===== config.mk =====
export PLATFORM = sky130hd
export DESIGN_NAME = ecc_err_log
export DESIGN_NICKNAME = d
export VERILOG_FILES = /design/src/rtl/ecl_pkg.sv /design/src/rtl/ecl_status.sv /design/src/rtl/ecl_capture.sv /design/src/rtl/ecl_regport.sv /design/src/rtl/ecc_err_log.sv
export SDC_FILE = /design/constraint.sdc
export NUM_CORES = 1
export LEC_CHECK = 0
export BUFFER_PORTS_ARGS = -buffer_cell sky130_fd_sc_hd__buf_2
export CORE_ASPECT_RATIO = 1.5
export CORE_MARGIN = 4
export CORE_UTILIZATION = 45
export CTS_CLUSTER_SIZE = 30
export DETAILED_ROUTE_END_ITERATION = 12
export PLACE_DENSITY = 0.73
export REMOVE_ABC_BUFFERS = 1
export SYNTH_ARGS = -nofsm -noshare
export SYNTH_HDL_FRONTEND = slang
export SYNTH_HIERARCHICAL = 1
export SYNTH_SLANG_ARGS = --single-unit

===== constraint.sdc =====
create_clock -name clk -period 1.6 [get_ports clk]
set_clock_uncertainty 0.05 [all_clocks]
set_input_delay 0.16 -clock clk [delete_from_list [all_inputs] [get_ports clk]]
set_output_delay 0.16 -clock clk [all_outputs]
set_load 0.005 [all_outputs]

===== src/rtl/ecl_pkg.sv =====
package ecl_pkg;
    localparam int unsigned ST_W      = 16;
    localparam logic [15:0] ST_MASK   = 16'h0B03;
    localparam int unsigned B_CE      = 0;
    localparam int unsigned B_UE      = 1;
    localparam int unsigned B_REF     = 8;
    localparam int unsigned B_LCK     = 9;
    localparam int unsigned B_THM     = 11;
    localparam int unsigned SEL_W     = 3;
    localparam logic [2:0]  SEL_STAT  = 3'd0;
    localparam logic [2:0]  SEL_CMD   = 3'd1;
    localparam logic [2:0]  SEL_ADDR  = 3'd2;
    localparam logic [2:0]  SEL_XADDR = 3'd3;
    localparam logic [2:0]  SEL_SYN   = 3'd4;
endpackage


===== src/rtl/ecl_status.sv =====
module ecl_status
    import ecl_pkg::*;
(
    input  logic            clk,
    input  logic            rst_n,
    input  logic [ST_W-1:0] ev,
    input  logic [ST_W-1:0] clr_mask,
    input  logic            cmd_we,
    input  logic [ST_W-1:0] cmd_wdata,
    output logic [ST_W-1:0] stat,
    output logic [ST_W-1:0] cmd,
    output logic            serr
);
    typedef struct packed {
        logic [ST_W-1:0] stat;
        logic [ST_W-1:0] cmd;
        logic            serr;
    } st_t;

    st_t st_d, st_q;

    always_comb begin
        st_d      = st_q;
        // set by events wins over clear
        st_d.stat = ((st_q.stat & ~clr_mask) | ev) & ST_MASK;
        if (cmd_we) begin
            st_d.cmd = cmd_wdata & ST_MASK;
        end
        st_d.serr = |(st_d.stat & ~st_q.stat & st_q.cmd);
    end

    always_ff @(posedge clk) begin
        if (!rst_n) begin
            st_q <= '0;
        end else begin
            st_q <= st_d;
        end
    end

    assign stat = st_q.stat;
    assign cmd  = st_q.cmd;
    assign serr = st_q.serr;

    p_sticky_r3: assert property (@(posedge clk) disable iff (!rst_n)
        1'b1 |=> ((($past(st_q.stat) & ~$past(clr_mask)) & ~st_q.stat) == '0));
    p_event_wins_r10: assert property (@(posedge clk) disable iff (!rst_n)
        ((ev & ST_MASK) != '0) |=> ((st_q.stat & $past(ev & ST_MASK)) == $past(ev & ST_MASK)));
    p_serr_rise_r9: assert property (@(posedge clk) disable iff (!rst_n)
        st_q.serr |-> ((st_q.stat & ~$past(st_q.stat) & $past(st_q.cmd)) != '0));
endmodule


===== src/rtl/ecl_capture.sv =====
module ecl_capture #(
    parameter int unsigned PA_W  = 33,
    parameter int unsigned SYN_W = 8,
    parameter int unsigned GRAIN = 7
) (
    input  logic             clk,
    input  logic             rst_n,
    input  logic             ce,
    input  logic             ue,
    input  logic [PA_W-1:0]  pa,
    input  logic             ch,
    input  logic [SYN_W-1:0] syn,
    input  logic             ce_logged,
    input  logic             ue_logged,
    output logic [31:0]      addr_word,
    output logic [7:0]       xaddr_word,
    output logic [SYN_W-1:0] syn_word
);
    localparam int unsigned XB = PA_W - 32;

    typedef struct packed {
        logic [PA_W-1:GRAIN] pa;
        logic                ch;
        logic [SYN_W-1:0]    syn;
    } cap_t;

    cap_t cap_d, cap_q;
    logic take_ue, take_ce;

    always_comb begin
        take_ue = ue && !ue_logged;
        take_ce = ce && !ue && !ce_logged && !ue_logged;
        cap_d   = cap_q;
        if (take_ue || take_ce) begin
            cap_d.pa  = pa[PA_W-1:GRAIN];
            cap_d.ch  = ch;
            cap_d.syn = syn;
        end
    end

    always_ff @(posedge clk) begin
        if (!rst_n) begin
            cap_q <= '0;
        end else begin
            cap_q <= cap_d;
        end
    end

    assign addr_word  = {cap_q.pa[31:GRAIN], {(GRAIN-1){1'b0}}, cap_q.ch};
    assign xaddr_word = {{(8-XB){1'b0}}, cap_q.pa[PA_W-1:32]};
    assign syn_word   = cap_q.syn;

    p_ue_hold_r6: assert property (@(posedge clk) disable iff (!rst_n)
        ue_logged |=> ($stable(cap_q.syn) && $stable(cap_q.pa) && $stable(cap_q.ch)));
    p_ce_hold_r5: assert property (@(posedge clk) disable iff (!rst_n)
        (ce_logged && !ue) |=> ($stable(cap_q.syn) && $stable(cap_q.pa)));
    p_ue_take_r4: assert property (@(posedge clk) disable iff (!rst_n)
        (ue && !ue_logged) |=> (cap_q.syn == $past(syn) && cap_q.ch == $past(ch)));
endmodule


===== src/rtl/ecl_regport.sv =====
module ecl_regport
    import ecl_pkg::*;
#(
    parameter int unsigned DW    = 32,
    parameter int unsigned SYN_W = 8
) (
    input  logic             clk,
    input  logic             rst_n,
    input  logic             rd,
    input  logic [SEL_W-1:0] sel,
    input  logic [ST_W-1:0]  stat,
    input  logic [ST_W-1:0]  cmd,
    input  logic [31:0]      addr_word,
    input  logic [7:0]       xaddr_word,
    input  logic [SYN_W-1:0] syn_word,
    output logic [DW-1:0]    rdata,
    output logic             rvalid
);
    typedef struct packed {
        logic [DW-1:0] data;
        logic          vld;
    } rp_t;

    rp_t rp_d, rp_q;

    always_comb begin
        rp_d.vld  = rd;
        rp_d.data = '0;
        if (rd) begin
            case (sel)
                SEL_STAT:  rp_d.data = DW'(stat);
                SEL_CMD:   rp_d.data = DW'(cmd);
                SEL_ADDR:  rp_d.data = DW'(addr_word);
                SEL_XADDR: rp_d.data = DW'(xaddr_word);
                SEL_SYN:   rp_d.data = DW'(syn_word);
                default:   rp_d.data = '0;
            endcase
        end
    end

    always_ff @(posedge clk) begin
        if (!rst_n) begin
            rp_q <= '0;
        end else begin
            rp_q <= rp_d;
        end
    end

    assign rdata  = rp_q.data;
    assign rvalid = rp_q.vld;

    p_rd_latency_r11: assert property (@(posedge clk) disable iff (!rst_n)
        rd |=> rvalid);
    p_no_spurious_r11: assert property (@(posedge clk) disable iff (!rst_n)
        !rd |=> !rvalid);
endmodule


===== src/rtl/ecc_err_log.sv =====
module ecc_err_log
    import ecl_pkg::*;
#(
    parameter int unsigned PA_W  = 33,
    parameter int unsigned SYN_W = 8,
    parameter int unsigned GRAIN = 7,
    parameter int unsigned DW    = 32
) (
    input  logic             clk,
    input  logic             rst_n,
    input  logic             ce_evt,
    input  logic             ue_evt,
    input  logic             refresh_evt,
    input  logic             lock_evt,
    input  logic             thermal_evt,
    input  logic [PA_W-1:0]  evt_addr,
    input  logic             evt_chan,
    input  logic [SYN_W-1:0] evt_syn,
    input  logic [SEL_W-1:0] reg_sel,
    input  logic             reg_wr,
    input  logic             reg_rd,
    input  logic [DW-1:0]    reg_wdata,
    output logic [DW-1:0]    reg_rdata,
    output logic             reg_rvalid,
    output logic             serr
);
    logic [ST_W-1:0]  ev_vec, clr_mask, stat, cmd;
    logic             cmd_we;
    logic [31:0]      addr_word;
    logic [7:0]       xaddr_word;
    logic [SYN_W-1:0] syn_word;

    always_comb begin
        ev_vec        = '0;
        ev_vec[B_CE]  = ce_evt;
        ev_vec[B_UE]  = ue_evt;
        ev_vec[B_REF] = refresh_evt;
        ev_vec[B_LCK] = lock_evt;
        ev_vec[B_THM] = thermal_evt;
        clr_mask      = '0;
        if (reg_wr && reg_sel == SEL_STAT) begin
            clr_mask = reg_wdata[ST_W-1:0] & ST_MASK;
        end
        cmd_we = reg_wr && (reg_sel == SEL_CMD);
    end

    ecl_status u_status (
        .clk       (clk),
        .rst_n     (rst_n),
        .ev        (ev_vec),
        .clr_mask  (clr_mask),
        .cmd_we    (cmd_we),
        .cmd_wdata (reg_wdata[ST_W-1:0]),
        .stat      (stat),
        .cmd       (cmd),
        .serr      (serr)
    );

    ecl_capture #(.PA_W(PA_W), .SYN_W(SYN_W), .GRAIN(GRAIN)) u_capture (
        .clk        (clk),
        .rst_n      (rst_n),
        .ce         (ce_evt),
        .ue         (ue_evt),
        .pa         (evt_addr),
        .ch         (evt_chan),
        .syn        (evt_syn),
        .ce_logged  (stat[B_CE]),
        .ue_logged  (stat[B_UE]),
        .addr_word  (addr_word),
        .xaddr_word (xaddr_word),
        .syn_word   (syn_word)
    );

    ecl_regport #(.DW(DW), .SYN_W(SYN_W)) u_regport (
        .clk        (clk),
        .rst_n      (rst_n),
        .rd         (reg_rd),
        .sel        (reg_sel),
        .stat       (stat),
        .cmd        (cmd),
        .addr_word  (addr_word),
        .xaddr_word (xaddr_word),
        .syn_word   (syn_word),
        .rdata      (reg_rdata),
        .rvalid     (reg_rvalid)
    );
endmodule


==> out/results.tsv <==
stage	metric	value	unit
die	# IOs	120	
clocking	CTS Buffer Depth	2	
clocking	Worst-path clk slew	0.06	ns
global_routing	vias in the first global route	2705	
cells_and_area	layout cell share with drive strength beyond 1	0.292	
route	DRC viols	0	
worst_setup_path	critical path type	reg -> reg	
die	FP Rows	39	
route	via/cell ratio	4.54	
yosys	synthesized area per cell	9.72	um2
sta	fin crit period	1.30	ns
clocking	CTS Buf Count	9	
place	Detailed Place HPWL	5310	um
route	DR iter-0 viols	98	
place	area post-placement	0.00397	mm2
global_routing	pin count of the biggest net entering global routing	61	
clocking	CTS root buffer	clkbuf_16	
die	core area	0.00771	mm2
cells_and_area	fin area	0.00427	mm2
route	ANT nets after route	0	
worst_setup_path	Crit-path slowest cell	dfxtp_1	
route	total number of vias	2583	
sta	max-slew violations	0	
die	Die X	80.9	um
sta	# setup viols final	0	
worst_setup_path	crit path launch type	flip-flop	
yosys	Post-Syn Instances	369	
worst_setup_path	CP Depth	4	
worst_setup_path	endpoint class of the critical path	flip-flop	
clocking	CTS tree	built	
cells_and_area	Post-Route Utilization	0.554	
power_and_ir_drop	maximum VDD drop	707	uV
sta	Final Hold Fails	0	
place	Port Buffers	85	
worst_setup_path	family with the most delay on the worst path	flip-flops	
cells_and_area	Layout area overhead	19.1	%
global_routing	GRT Total Usage	0.167	
die	Die Area	0.00949	mm2
sta	Slew HR	0.620	
global_routing	grt ovf	0	
cells_and_area	fin nets	547	
clocking	Resized cells post-CTS	0	
sta	Slew @ Worst Pin	0.570	ns
cells_and_area	Multi-input gate area	0.00170	mm2
worst_setup_path	worst path required time	1.81	ns
cells_and_area	Filler cells	737	
cells_and_area	register area	0.00158	mm2
sta	RSZ-0062 raised after global routing	no	
cells_and_area	Post-Layout Cell Count	569	
yosys	Mapped Area	0.00359	mm2
global_routing	wire length of the first global-routing pass	12400	um
place	GP Congestion	0.789	
run	max-cap violations	0	
route	First-pass DRT Iterations	4	
worst_setup_path	Worst Path Max Fanout	31	
sta	Peak Freq	769	MHz
route	mean routed wirelength per cell	12.9	um
worst_setup_path	worst path cell trace	nand2b_4 -> a21oi_4 -> buf_12 -> mux2i_1	
worst_setup_path	Worst Path Arrival	1.51	ns
die	effective utilization at floorplan	0.465	
clocking	Clock Latency Late Sink	0.33	ns
die	DIE HEIGHT	117	um
sta	period utilization	0.813	
power_and_ir_drop	P_leak	2.00	nW
place	placed cell count	549	
min_path	Hold WC Path Type	in -> reg	
outcome	status	finished clean	
worst_setup_path	worst r2r path cells	4	
worst_setup_path	Buf/Inv on CP	1	
clocking	Clock Sinks	79	
min_path	Hold Path Cell Cnt	3	
worst_setup_path	CP max stage delay	0.33	ns
power_and_ir_drop	Cell Pwr Density	1040	mW/mm2
yosys	Warnings, synthesis	6	
route	drt total wl	7370	um
global_routing	initial antenna violation count	1	
clocking	CTS H-tree depth	3	
state kept, by name, summed over array words and instances (netlist names):
register              flops
u_regport/rdata          32
u_capture/addr_word      26
u_capture/syn_word        8
u_status/cmd              5
u_status/stat             5
u_capture/xaddr_word      1
u_regport/rvalid          1
u_status/serr             1
power breakdown:
part           internal [mW]  total (mW)  switching, mW  leakage, nW
Sequential              2.06        2.11         0.0444        0.646
Clock                   1.14        1.86          0.724        0.131
Combinational          0.236       0.471          0.235         1.22
Total                   3.44        4.44           1.00         2.00
stage by stage:
step,hold WS [ns],TNS (ns),setup slack (ns),power [mW]
2_1_floorplan,0.227,-21.99,-0.628,2.40
3_3_place_gp,0.338,0,0.187,2.60
3_5_place_dp,0.345,0,0.176,2.61
4_1_cts,0.0101,0,0.290,4.49
5_1_grt,0.0210,0,0.222,4.63
6_report,0.0244,0,0.300,4.44
layer usage:
metal,vias up,share of wire,track usage
met4,0,0.030,0.112
met2,49,0.52,0.285
met3,14,0.045,0.0307
met1,1186,0.40,0.182
met5,-,0,0
li1,1334,-,-
tightest hold or removal path, cell delays in order:
cell and delay (ns):
buf_2 0.10, nand2_1 0.04, mux2i_1 0.06
cell usage in the layout, fill, tap and decap left out, types with 2 or more instances in the layout:
cell type      count
clkbuf_1           5
o21a_1             6
o21ai_0            2
nor2b_1           11
mux2i_1           48
buf_2             85
or2_2              8
clkbuf_8           2
dlygate4sd3_1      3
and2_1            22
nor3b_4            2
a21oi_1           16
mux2_2             8
nand3b_1           4
buf_4             14
a22oi_1           16
dfxtp_1           79
clkbuf_16          9
nand2_1           80
conb_1            35
layout make-up:
type,count,share of cell area
antenna,1,0.000586
clock buffer,16,0.0636
inverter,1,0.000879
multi-input combinational,267,0.399
sequential,79,0.370
tap,102,0.0299
timing repair buffer,103,0.136
worst paths after layout:
path	startpoint	endpoint	slack, ns
worst max register to register	u_status/stat[0]	u_capture/addr_word[11]	0.30
worst max-delay path	u_status/stat[0]	u_capture/addr_word[11]	0.30
worst min register to register	u_capture/addr_word[21]	u_regport/rdata[21]	0.40
worst min-delay path	evt_syn[3]	u_capture/syn_word[3]	0.02
what timing repair did:
| action | CTS | global route |
|---|---|---|
| endpoints found under the hold margin | 3 | 0 |
| hold buffers | 3 | 0 |
| buffers inserted | 0 | 0 |
Power figures use the tool's default switching activity.
